$ cat config.mk
export PLATFORM = sky130hd
export DESIGN_NAME = dcm_top
export DESIGN_NICKNAME = d
export VERILOG_FILES = /design/src/rtl/dcm_pkg.sv /design/src/rtl/dcm_rst_sync.sv /design/src/rtl/dcm_cfg_regs.sv /design/src/rtl/dcm_window.sv /design/src/rtl/dcm_top.sv
export SDC_FILE = /design/constraint.sdc
export NUM_CORES = 1
export LEC_CHECK = 0
export ABC_AREA = 1
export BUFFER_PORTS_ARGS = -buffer_cell sky130_fd_sc_hd__clkbuf_2
export CAP_MARGIN = 20
export CORE_MARGIN = 2
export CORE_UTILIZATION = 45
export CTS_CLUSTER_DIAMETER = 50
export DETAILED_ROUTE_END_ITERATION = 12
export SLEW_MARGIN = 20
export SYNTH_ARGS = -nofsm -noshare
export SYNTH_HDL_FRONTEND = slang
export SYNTH_SLANG_ARGS = --single-unit
export TNS_END_PERCENT = 10
$ cat constraint.sdc
create_clock -name clk -period 8.9 [get_ports clk]
set_input_delay 1.78 -clock clk [delete_from_list [all_inputs] [get_ports clk]]
set_output_delay 1.78 -clock clk [all_outputs]
set_load 0.02 [all_outputs]
$ cat src/rtl/dcm_pkg.sv
package dcm_pkg;
  localparam int BYTE_W  = 8;
  localparam int NUM_DEF = 2;
  localparam int CH_SD   = 0;
  localparam int CH_SF   = 1;
endpackage

$ cat src/rtl/dcm_rst_sync.sv
module dcm_rst_sync #(
  parameter int STAGES = 2
) (
  input  logic clk,
  input  logic rst_n,
  output logic rst_sync_n
);
  logic [STAGES-1:0] sync_q;
  logic [STAGES-1:0] sync_d;

  always_comb sync_d = {sync_q[STAGES-2:0], 1'b1};

  always_ff @(posedge clk or negedge rst_n) begin
    if (!rst_n) sync_q <= '0;
    else        sync_q <= sync_d;
  end

  assign rst_sync_n = sync_q[STAGES-1];
endmodule

$ cat src/rtl/dcm_cfg_regs.sv
module dcm_cfg_regs
  import dcm_pkg::*;
#(
  parameter int WIN_BYTES = 3,
  parameter int THR_BYTES = 2,
  parameter int ADDR_W    = 4,
  localparam int WIN_W    = WIN_BYTES * BYTE_W,
  localparam int THR_W    = THR_BYTES * BYTE_W,
  localparam int NREG     = 2 * WIN_BYTES + 2 * THR_BYTES
) (
  input  logic              clk,
  input  logic              rst_n,
  input  logic              wr_i,
  input  logic [ADDR_W-1:0] addr_i,
  input  logic [BYTE_W-1:0] wdata_i,
  output logic [WIN_W-1:0]  sd_len_o,
  output logic [WIN_W-1:0]  sf_len_o,
  output logic [THR_W-1:0]  sd_thr_o,
  output logic [THR_W-1:0]  sf_thr_o
);
  logic [NREG-1:0][BYTE_W-1:0] reg_q;
  logic [NREG-1:0][BYTE_W-1:0] reg_d;

  function automatic logic [BYTE_W-1:0] rst_val(input int idx);
    return (idx < 2 * WIN_BYTES) ? {BYTE_W{1'b1}} : '0;
  endfunction

  always_comb begin
    reg_d = reg_q;
    for (int i = 0; i < NREG; i++) begin
      if (wr_i && (addr_i == ADDR_W'(i))) reg_d[i] = wdata_i;
    end
  end

  always_ff @(posedge clk or negedge rst_n) begin
    if (!rst_n) begin
      for (int i = 0; i < NREG; i++) reg_q[i] <= rst_val(i);
    end else if (wr_i) begin
      reg_q <= reg_d;
    end
  end

  assign sd_len_o = reg_q[WIN_BYTES-1:0];
  assign sf_len_o = reg_q[2*WIN_BYTES-1:WIN_BYTES];
  assign sd_thr_o = reg_q[2*WIN_BYTES+THR_BYTES-1:2*WIN_BYTES];
  assign sf_thr_o = reg_q[NREG-1:2*WIN_BYTES+THR_BYTES];
endmodule

$ cat src/rtl/dcm_window.sv
module dcm_window #(
  parameter int WIN_W = 24,
  parameter int CNT_W = 16,
  parameter int ERR_W = 5
) (
  input  logic             clk,
  input  logic             rst_n,
  input  logic             active_i,
  input  logic             tick_i,
  input  logic             frame_stb_i,
  input  logic [ERR_W-1:0] frame_err_i,
  input  logic [WIN_W-1:0] len_cfg_i,
  input  logic [CNT_W-1:0] thr_i,
  output logic             clear_o
);
  logic             act_q, act_d;
  logic [WIN_W-1:0] ms_q, ms_d, len_q, len_d, len_eff;
  logic [CNT_W-1:0] acc_q, acc_d, acc_sum;
  logic [CNT_W:0]   acc_wide;
  logic             clr_q, clr_d;
  logic             start, run, wend, state_en;

  always_comb begin
    start    = active_i & ~act_q;
    run      = active_i & act_q;
    acc_wide = {1'b0, acc_q} + (CNT_W+1)'(frame_err_i);
    if (!frame_stb_i)        acc_sum = acc_q;
    else if (acc_wide[CNT_W]) acc_sum = '1;
    else                      acc_sum = acc_wide[CNT_W-1:0];
    wend     = run & tick_i & (ms_q == (len_q - 1'b1));
    len_eff  = (len_cfg_i == '0) ? WIN_W'(1) : len_cfg_i;
    state_en = start | run;

    act_d = active_i;
    ms_d  = ms_q;
    len_d = len_q;
    acc_d = acc_q;
    clr_d = 1'b0;
    if (start) begin
      ms_d  = '0;
      acc_d = '0;
      len_d = len_eff;
    end else if (wend) begin
      ms_d  = '0;
      acc_d = '0;
      len_d = len_eff;
      clr_d = (acc_sum < thr_i);
    end else if (run) begin
      acc_d = acc_sum;
      if (tick_i) ms_d = ms_q + 1'b1;
    end
  end

  always_ff @(posedge clk or negedge rst_n) begin
    if (!rst_n) begin
      act_q <= 1'b0;
      clr_q <= 1'b0;
    end else begin
      act_q <= act_d;
      clr_q <= clr_d;
    end
  end

  always_ff @(posedge clk or negedge rst_n) begin
    if (!rst_n) begin
      ms_q  <= '0;
      len_q <= '1;
      acc_q <= '0;
    end else if (state_en) begin
      ms_q  <= ms_d;
      len_q <= len_d;
      acc_q <= acc_d;
    end
  end

  assign clear_o = clr_q;

  // a clear pulse follows a millisecond tick
  a_r4_clear_after_tick: assert property (@(posedge clk) disable iff (!rst_n)
    clear_o |-> $past(tick_i));
  // a clear pulse needs the condition raised in the evaluating cycle
  a_r5_clear_needs_flag: assert property (@(posedge clk) disable iff (!rst_n)
    clear_o |-> $past(active_i));
  // inside a window the total never falls (saturates, no wrap)
  a_r6_acc_no_wrap: assert property (@(posedge clk) disable iff (!rst_n)
    (run && !wend) |=> (acc_q >= $past(acc_q)));
  // latched length changes only at a window boundary
  a_r8_len_held: assert property (@(posedge clk) disable iff (!rst_n)
    (!start && !wend) |=> $stable(len_q));
  // tick count always stays below a nonzero window length
  a_r7_ms_bound: assert property (@(posedge clk) disable iff (!rst_n)
    (len_q != '0) && (ms_q < len_q));
endmodule

$ cat src/rtl/dcm_top.sv
module dcm_top
  import dcm_pkg::*;
#(
  parameter int WIN_BYTES = 3,
  parameter int THR_BYTES = 2,
  parameter int ERR_W     = 5,
  parameter int ADDR_W    = 4,
  localparam int WIN_W    = WIN_BYTES * BYTE_W,
  localparam int THR_W    = THR_BYTES * BYTE_W
) (
  input  logic              clk,
  input  logic              rst_n,
  input  logic              cfg_wr,
  input  logic [ADDR_W-1:0] cfg_addr,
  input  logic [BYTE_W-1:0] cfg_wdata,
  input  logic              frame_stb,
  input  logic [ERR_W-1:0]  frame_err,
  input  logic              tick_1ms,
  input  logic              sd_active,
  input  logic              sf_active,
  output logic              sd_clear,
  output logic              sf_clear
);
  logic             rst_core_n;
  logic [WIN_W-1:0] sd_len, sf_len;
  logic [THR_W-1:0] sd_thr, sf_thr;
  logic [NUM_DEF-1:0]             flag_vec, clr_vec;
  logic [NUM_DEF-1:0][WIN_W-1:0]  len_vec;
  logic [NUM_DEF-1:0][THR_W-1:0]  thr_vec;

  dcm_rst_sync #(.STAGES(2)) u_rst (
    .clk(clk), .rst_n(rst_n), .rst_sync_n(rst_core_n)
  );

  dcm_cfg_regs #(
    .WIN_BYTES(WIN_BYTES), .THR_BYTES(THR_BYTES), .ADDR_W(ADDR_W)
  ) u_regs (
    .clk(clk), .rst_n(rst_core_n), .wr_i(cfg_wr), .addr_i(cfg_addr),
    .wdata_i(cfg_wdata), .sd_len_o(sd_len), .sf_len_o(sf_len),
    .sd_thr_o(sd_thr), .sf_thr_o(sf_thr)
  );

  assign flag_vec[CH_SD] = sd_active;
  assign flag_vec[CH_SF] = sf_active;
  assign len_vec[CH_SD]  = sd_len;
  assign len_vec[CH_SF]  = sf_len;
  assign thr_vec[CH_SD]  = sd_thr;
  assign thr_vec[CH_SF]  = sf_thr;

  for (genvar c = 0; c < NUM_DEF; c++) begin : g_mon
    dcm_window #(.WIN_W(WIN_W), .CNT_W(THR_W), .ERR_W(ERR_W)) u_win (
      .clk(clk), .rst_n(rst_core_n), .active_i(flag_vec[c]),
      .tick_i(tick_1ms), .frame_stb_i(frame_stb), .frame_err_i(frame_err),
      .len_cfg_i(len_vec[c]), .thr_i(thr_vec[c]), .clear_o(clr_vec[c])
    );
  end

  assign sd_clear = clr_vec[CH_SD];
  assign sf_clear = clr_vec[CH_SF];
endmodule

# Word-level counts from Yosys, hierarchy flattened
# Index checks and enable logic that the tools add are counted.
classes:
  n_reduce_logical: 35
  multipliers: 0
  muxes: 28
  div_mod_pow: 0
  addsub: 6
  bitwise_logic: 12
  shift: 0
  n_lt_le_gt_ge: 2
  eq_ne: 11
ops:
  columns: ["cell", "n"]
  rows:
  - ["24-bit 2-to-1 mux", 14]
  - ["16-bit 2-to-1 mux", 10]
  - ["24-bit by 1-bit adder with 24-bit output, second input constant", 2]
  - ["24-bit == test", 2]
  - ["24-bit zero test", 2]
  - ["24-bit by 1-bit subtractor with 24-bit output, second input constant", 2]
  - ["16-bit by 5-bit adder with 17-bit output", 2]
  - ["16-bit < comparator", 2]
  - ["2-bit AND reduction", 14]
  - ["4-bit by 3-bit == test with 1-bit output, second input constant", 4]
  - ["3-bit nonzero test", 4]
  - ["1-bit logical AND", 10]
  - ["1-bit bitwise AND", 8]
  - ["4-bit by 2-bit == test with 1-bit output, second input constant", 2]
  - ["4-bit == test, second input constant", 2]
  - ["3-bit AND reduction", 2]
  - ["4-bit by 1-bit == test with 1-bit output, second input constant", 1]
  - ["4-bit zero test", 1]
  - ["1-bit 2-to-1 mux", 4]
  - ["2-bit nonzero test", 2]
  - ["1-bit NOT", 2]
  - ["1-bit OR", 2]
word_totals:
  ram_bits: 0
  n_memories: 0
  word_cells: 115
  input_bits: 24
  latchBits: 0
  rom_bits: 0
  register_bits: 214

# Depth between registers and ports, before layout
depth:
  word_depth: 6
  ltp_mapped: 20
  ltp_nobuf: 20

# Cells and area by module
# From an unflattened synthesis, not the netlist that was laid out.
unflattened:
  hier_cells: 1929
  hier_area_um2: 13837.0
by_module_without_submodules:
  columns: ["module", "instances", "area_each_um2", "cells_per_inst", "seq_area_each_um2"]
  rows:
  - ["dcm_window (g_mon[0].u_win)", 1, 5235.0, 773, 1681.6]
  - ["dcm_window (g_mon[1].u_win)", 1, 5098.6, 760, 1681.6]
  - ["dcm_cfg_regs", 1, 3449.6, 393, 2062.0]
  - ["dcm_rst_sync", 1, 53.8, 3, 50.0]

# Worst setup path after synthesis
# Ideal clock, no wire load.
synth_path:
  path_type: "input-to-reg"
  startpoint: "in frame_err[0]"
  endpoint: "reg g_mon[1].u_win.clr_q"
  arrival_time_ps: 4233
  n_path_buf: 0
  path_stages: 18
  setup_slack_ps: 4595
  setup_ps: 71
  cell_sequence: "ha_1 -> fa_1 -> nand2_1 -> nand3_1 -> o21ai_0 -> o21ai_1 -> inv_1 -> nor2_1 -> nand2_1 -> nand3_1 -> ha_1 -> a21oi_1 -> o21ai_0 -> nand2_1 -> o21ai_0 -> a2111oi_0 -> nand2b_1 -> nor2_1"
synth_between:
  elab_chain_cells: 6
synth_rtl:
  columns: ["element", "line", "text"]
  rows:
  - ["start: declaration", "dcm_top.sv:17", "input logic [ERR_W-1:0] frame_err,"]
  - ["16-bit by 5-bit adder with 17-bit output", "dcm_window.sv:26", "acc_wide = {1'b0, acc_q} + (CNT_W+1)'(frame_err_i);"]
  - ["16-bit 2-to-1 mux", "dcm_window.sv:28", "else if (acc_wide[CNT_W]) acc_sum = '1;"]
  - ["16-bit 2-to-1 mux", "dcm_window.sv:27", "if (!frame_stb_i) acc_sum = acc_q;"]
  - ["16-bit < comparator", "dcm_window.sv:47", "clr_d = (acc_sum < thr_i);"]
  - ["1-bit 2-to-1 mux", "dcm_window.sv:43", "end else if (wend) begin"]
  - ["1-bit 2-to-1 mux", "dcm_window.sv:39", "if (start) begin"]
  - ["net g_mon[1].u_win.clr_d", "dcm_window.sv:20", "logic clr_q, clr_d;"]
  - ["end signal: assignment", "dcm_window.sv:60", "clr_q <= clr_d;"]
  - ["end: declaration", "dcm_window.sv:20", null]
# The timed path passes the listed nets, and every way through them passes these cells.
# A chain may end at the register's enable or synchronous reset.

# Worst setup path after layout
# Ends and elaborated chain as after synthesis.

==> flow_summary.yaml <==
clock_network:
  numClockSinks: 214
  clock-root-buffer: "clkbuf_16"
  cts_max_path_buffers: 3
  cts.clk_slew.worst_paths_ps: 50
  ctsHoldBuffers: 0
  tritoncts: "done"
  htreeDepth: 1
  cts_resized: 0
  clk_latency_ps: 580
  cts_setup_buffers: 0
  cts_buffers: 29
global_route:
  grt_usage: 0.223
  grt_pass1_wl_microns: 56200
  antenna_found_initial: 0
  grt_max_degree: 80
  overflow: 0
  first_global_vias: 11100
power:
  power_frac_comb: 0.254
  p_int_mw: 2.19
  powerDensity_nw_per_um2: 230
  switching_power_mw: 1.16
  power_leakage_nw: 6.98
  switching_share: 0.346
  peakVddDrop_mv: 0.144
  power_frac_seq: 0.397
  finalPower_mw: 3.36
  clkPwrFrac: 0.349
sta:
  tns_ps: 0
  fmax_mhz: 236
  finalSetupViolCount: 0
  rsz0062_at_grt: "false"
  worst_hold_slack_ps: 294
  period_needed_ps: 4240
  worst_slew_pin_slew_ps: 861
  finalCritPeriodShare: 0.476
  slew_headroom: 0.426
  final_max_slew_viol_count: 0
  hold_viol: 0
  fin_worst_skew_ps: 20.1
detailed_routing:
  drt-wirelength-per-cell_microns: 14.9
  ant_nets: 0
  num_vias: 11600
  dr.pass1.iters: 5
  viasPerCell: 5.16
  drt-initial-drc-count: 823
  drc: 0
  totalWireLength_microns: 33400
finish:
  n_antenna_cell: 0
  nNetsFinal: 1911
  area_delta_synth_final_pct: 10.8
  final_area_sq_um: 14600
  drive_gt1_frac: 0.108
die:
  start_util: 0.458
  pin_count: 26
  fp.dieH_microns: 175
  coreArea_sq_um: 28800
  die-area_sq_um: 30700
  rows: 62
  die_width_microns: 175
logic_synthesis:
  yosysSeqAreaShare: 0.416
  yosys-top-cells-area: "dfrtp_1 22%, dfstp_2 19%, nand2_1 16%, inv_1 5.7%, o21ai_0 5.6%"
  syn_area_sq_um: 13200
  ys_warn_count: 0
  yosysUniqueCellTypes: 49
  syn-num-nets: 1895
  synth_ff_type: "dfrtp_1"
  ys_seq_elements: 214
  yosysTopAreaCell: "dfrtp_1"
  netlist_instances: 1825
  synth-edff-count: 0
  synth_top_area_share: 0.224
  synth.avg_cell_area_sq_um: 7.22
  async_flop_share: 1.00
worst_setup_path:
  slowest_delay_ps: 410
  crit_path_cell_trace: "clkbuf_2, ha_1, fa_1, nand2_1, nand3_1, o21ai_0, o21ai_1, inv_1, nor2_1, nand2_1, nand3_1, ha_1, a21oi_1, o21ai_0, nand2_1, o21ai_0, a2111oi_0, nand2b_1, nor2_1"
  crit_type: "in -> reg"
  critPathSlowestCell: "fa_1"
  crit_path_end_kind: "register"
  start_kind: "input pin"
  crit_required_ps: 9400
  r2r_slack_ps: 5580
  cp.arrival_ps: 4740
  critPathMaxFanout: 9
min_path:
  hold_class: "reg -> async"
placement:
  placed_area_sq_um: 13600
  place_hpwl_microns: 24300
  portBuffers: 25
  gp_congestion: 0.883
run_status:
  status: "finished clean"
run:
  drv_cap: 0
-- metrics by stage --
stage               setup slack [ps]  std cells   util
floorplan                       2660       1825      -
detailed placement              4090       2193  0.472
global placement                4180       2193  0.472
global route                    4410       2248  0.507
CTS                             4700       2247  0.506
finish                          4660       2248  0.507
-- cell families (layout without fill, tap and decap cells) --
| group | after synthesis | after routing | share of synthesized area |
|---|---|---|---|
| mux | 2 | 2 | 0.00152 |
| fa+ha+maj | 46 | 46 | 0.0448 |
| flops | 214 | 214 | 0.416 |
| buf+inv | 246 | 285 | 0.0747 |
| compound gates | 204 | 204 | 0.0805 |
| xor+xnor | 65 | 65 | 0.0443 |
| simple gates | 1047 | 1047 | 0.338 |
| other cells | 1 | 1 | 0.000285 |
-- layout by cell type (no fill, tap or decap), types with 11 or more instances in the layout --
cell type / synthesis / routed
a21oi_1: 36 / 36
nor3_1: 41 / 41
nand3b_1: 11 / 11
nand3_1: 139 / 139
clkbuf_2: 0 / 25
nand4_1: 42 / 42
nor2_1: 191 / 191
ha_1: 44 / 44
o21ai_0: 148 / 148
xnor2_1: 27 / 27
nor4_1: 16 / 16
dfrtp_1: 118 / 117
inv_1: 200 / 200
xor2_1: 37 / 37
dfstp_2: 96 / 96
nand2_1: 571 / 570
clkbuf_16: 0 / 29
-- area by class of cell --
type	instances	area, sq um
inverters	201	754
clock inverters	17	189
clock buffers	37	796
fillers	2849	14200
repair buffers	30	183
multi-input cells	1365	6720
flip-flops and latches	214	5480
well taps	384	480
-- final timing paths --
| kind | from | end | depth (start not counted) |
|---|---|---|---|
| worst min register to register | u_rst.sync_q[1] | g_mon[0].u_win.acc_q[11] | 0 |
| worst max register to register | g_mon[1].u_win.acc_q[0] | g_mon[1].u_win.clear_o | 18 |
| max in group asynchronous | u_rst.sync_q[1] | g_mon[0].u_win.ms_q[4] | 2 |
| worst min-delay path | u_rst.sync_q[1] | g_mon[0].u_win.acc_q[11] | 0 |
| min in group clk | u_rst.sync_q[0] | u_rst.sync_q[1] | 0 |
| worst max-delay path | frame_err[0] | g_mon[1].u_win.clear_o | 19 |
-- flip-flops by register name (all words and copies together), names as in the netlist --
register             flops
g_mon.u_win.len_q       48
g_mon.u_win.ms_q        48
g_mon.u_win.acc_q       32
u_regs.sd_len_o         24
u_regs.sf_len_o         24
u_regs.sd_thr_o         16
u_regs.sf_thr_o         16
g_mon.u_win.act_q        2
g_mon.u_win.clear_o      2
u_rst.sync_q             2
-- routing by layer --
layer	vias up	global-route usage	share of wire	routed length (microns)
met5	-	0	0	0
met4	0	0.0583	0.023	778
met3	63	0.0350	0.046	1550
met2	199	0.358	0.44	14800
met1	5389	0.314	0.49	16300
li1	5939	-	-	-
-- synth_stat cells (7+ instances only) --
| library cell | n |
|---|---|
| dfrtp_1 | 118 |
| or2_2 | 9 |
| nor4_1 | 16 |
| a21oi_1 | 36 |
| nand3_1 | 139 |
| nand2_1 | 571 |
| nor2_1 | 191 |
| o21ai_0 | 148 |
| xnor2_1 | 27 |
| dfstp_2 | 96 |
| nor2_2 | 7 |
| xor2_1 | 37 |
| inv_1 | 200 |
| nand4_1 | 42 |
| clkbuf_1 | 20 |
| ha_1 | 44 |
| buf_2 | 13 |
| nor3_1 | 41 |
| nand3b_1 | 11 |
-- power groups by stage --
stage	Clock (mW)	Sequential (mW)	Combinational, mW
2_1_floorplan	0	1.30	0.671
3_3_place_gp	0	1.35	0.829
5_1_grt	1.24	1.36	0.993
3_5_place_dp	0	1.35	0.846
4_1_cts	1.20	1.34	0.850
6_report	1.17	1.33	0.853
-- critical path: cells and delay by family --
| kind | cells | cell delay [ps] |
|---|---|---|
| compound gates | 6 | 940 |
| fa+ha+maj | 3 | 940 |
| buf+inv | 2 | 170 |
| simple gates | 8 | 910 |
Power figures use the tool's default switching activity.
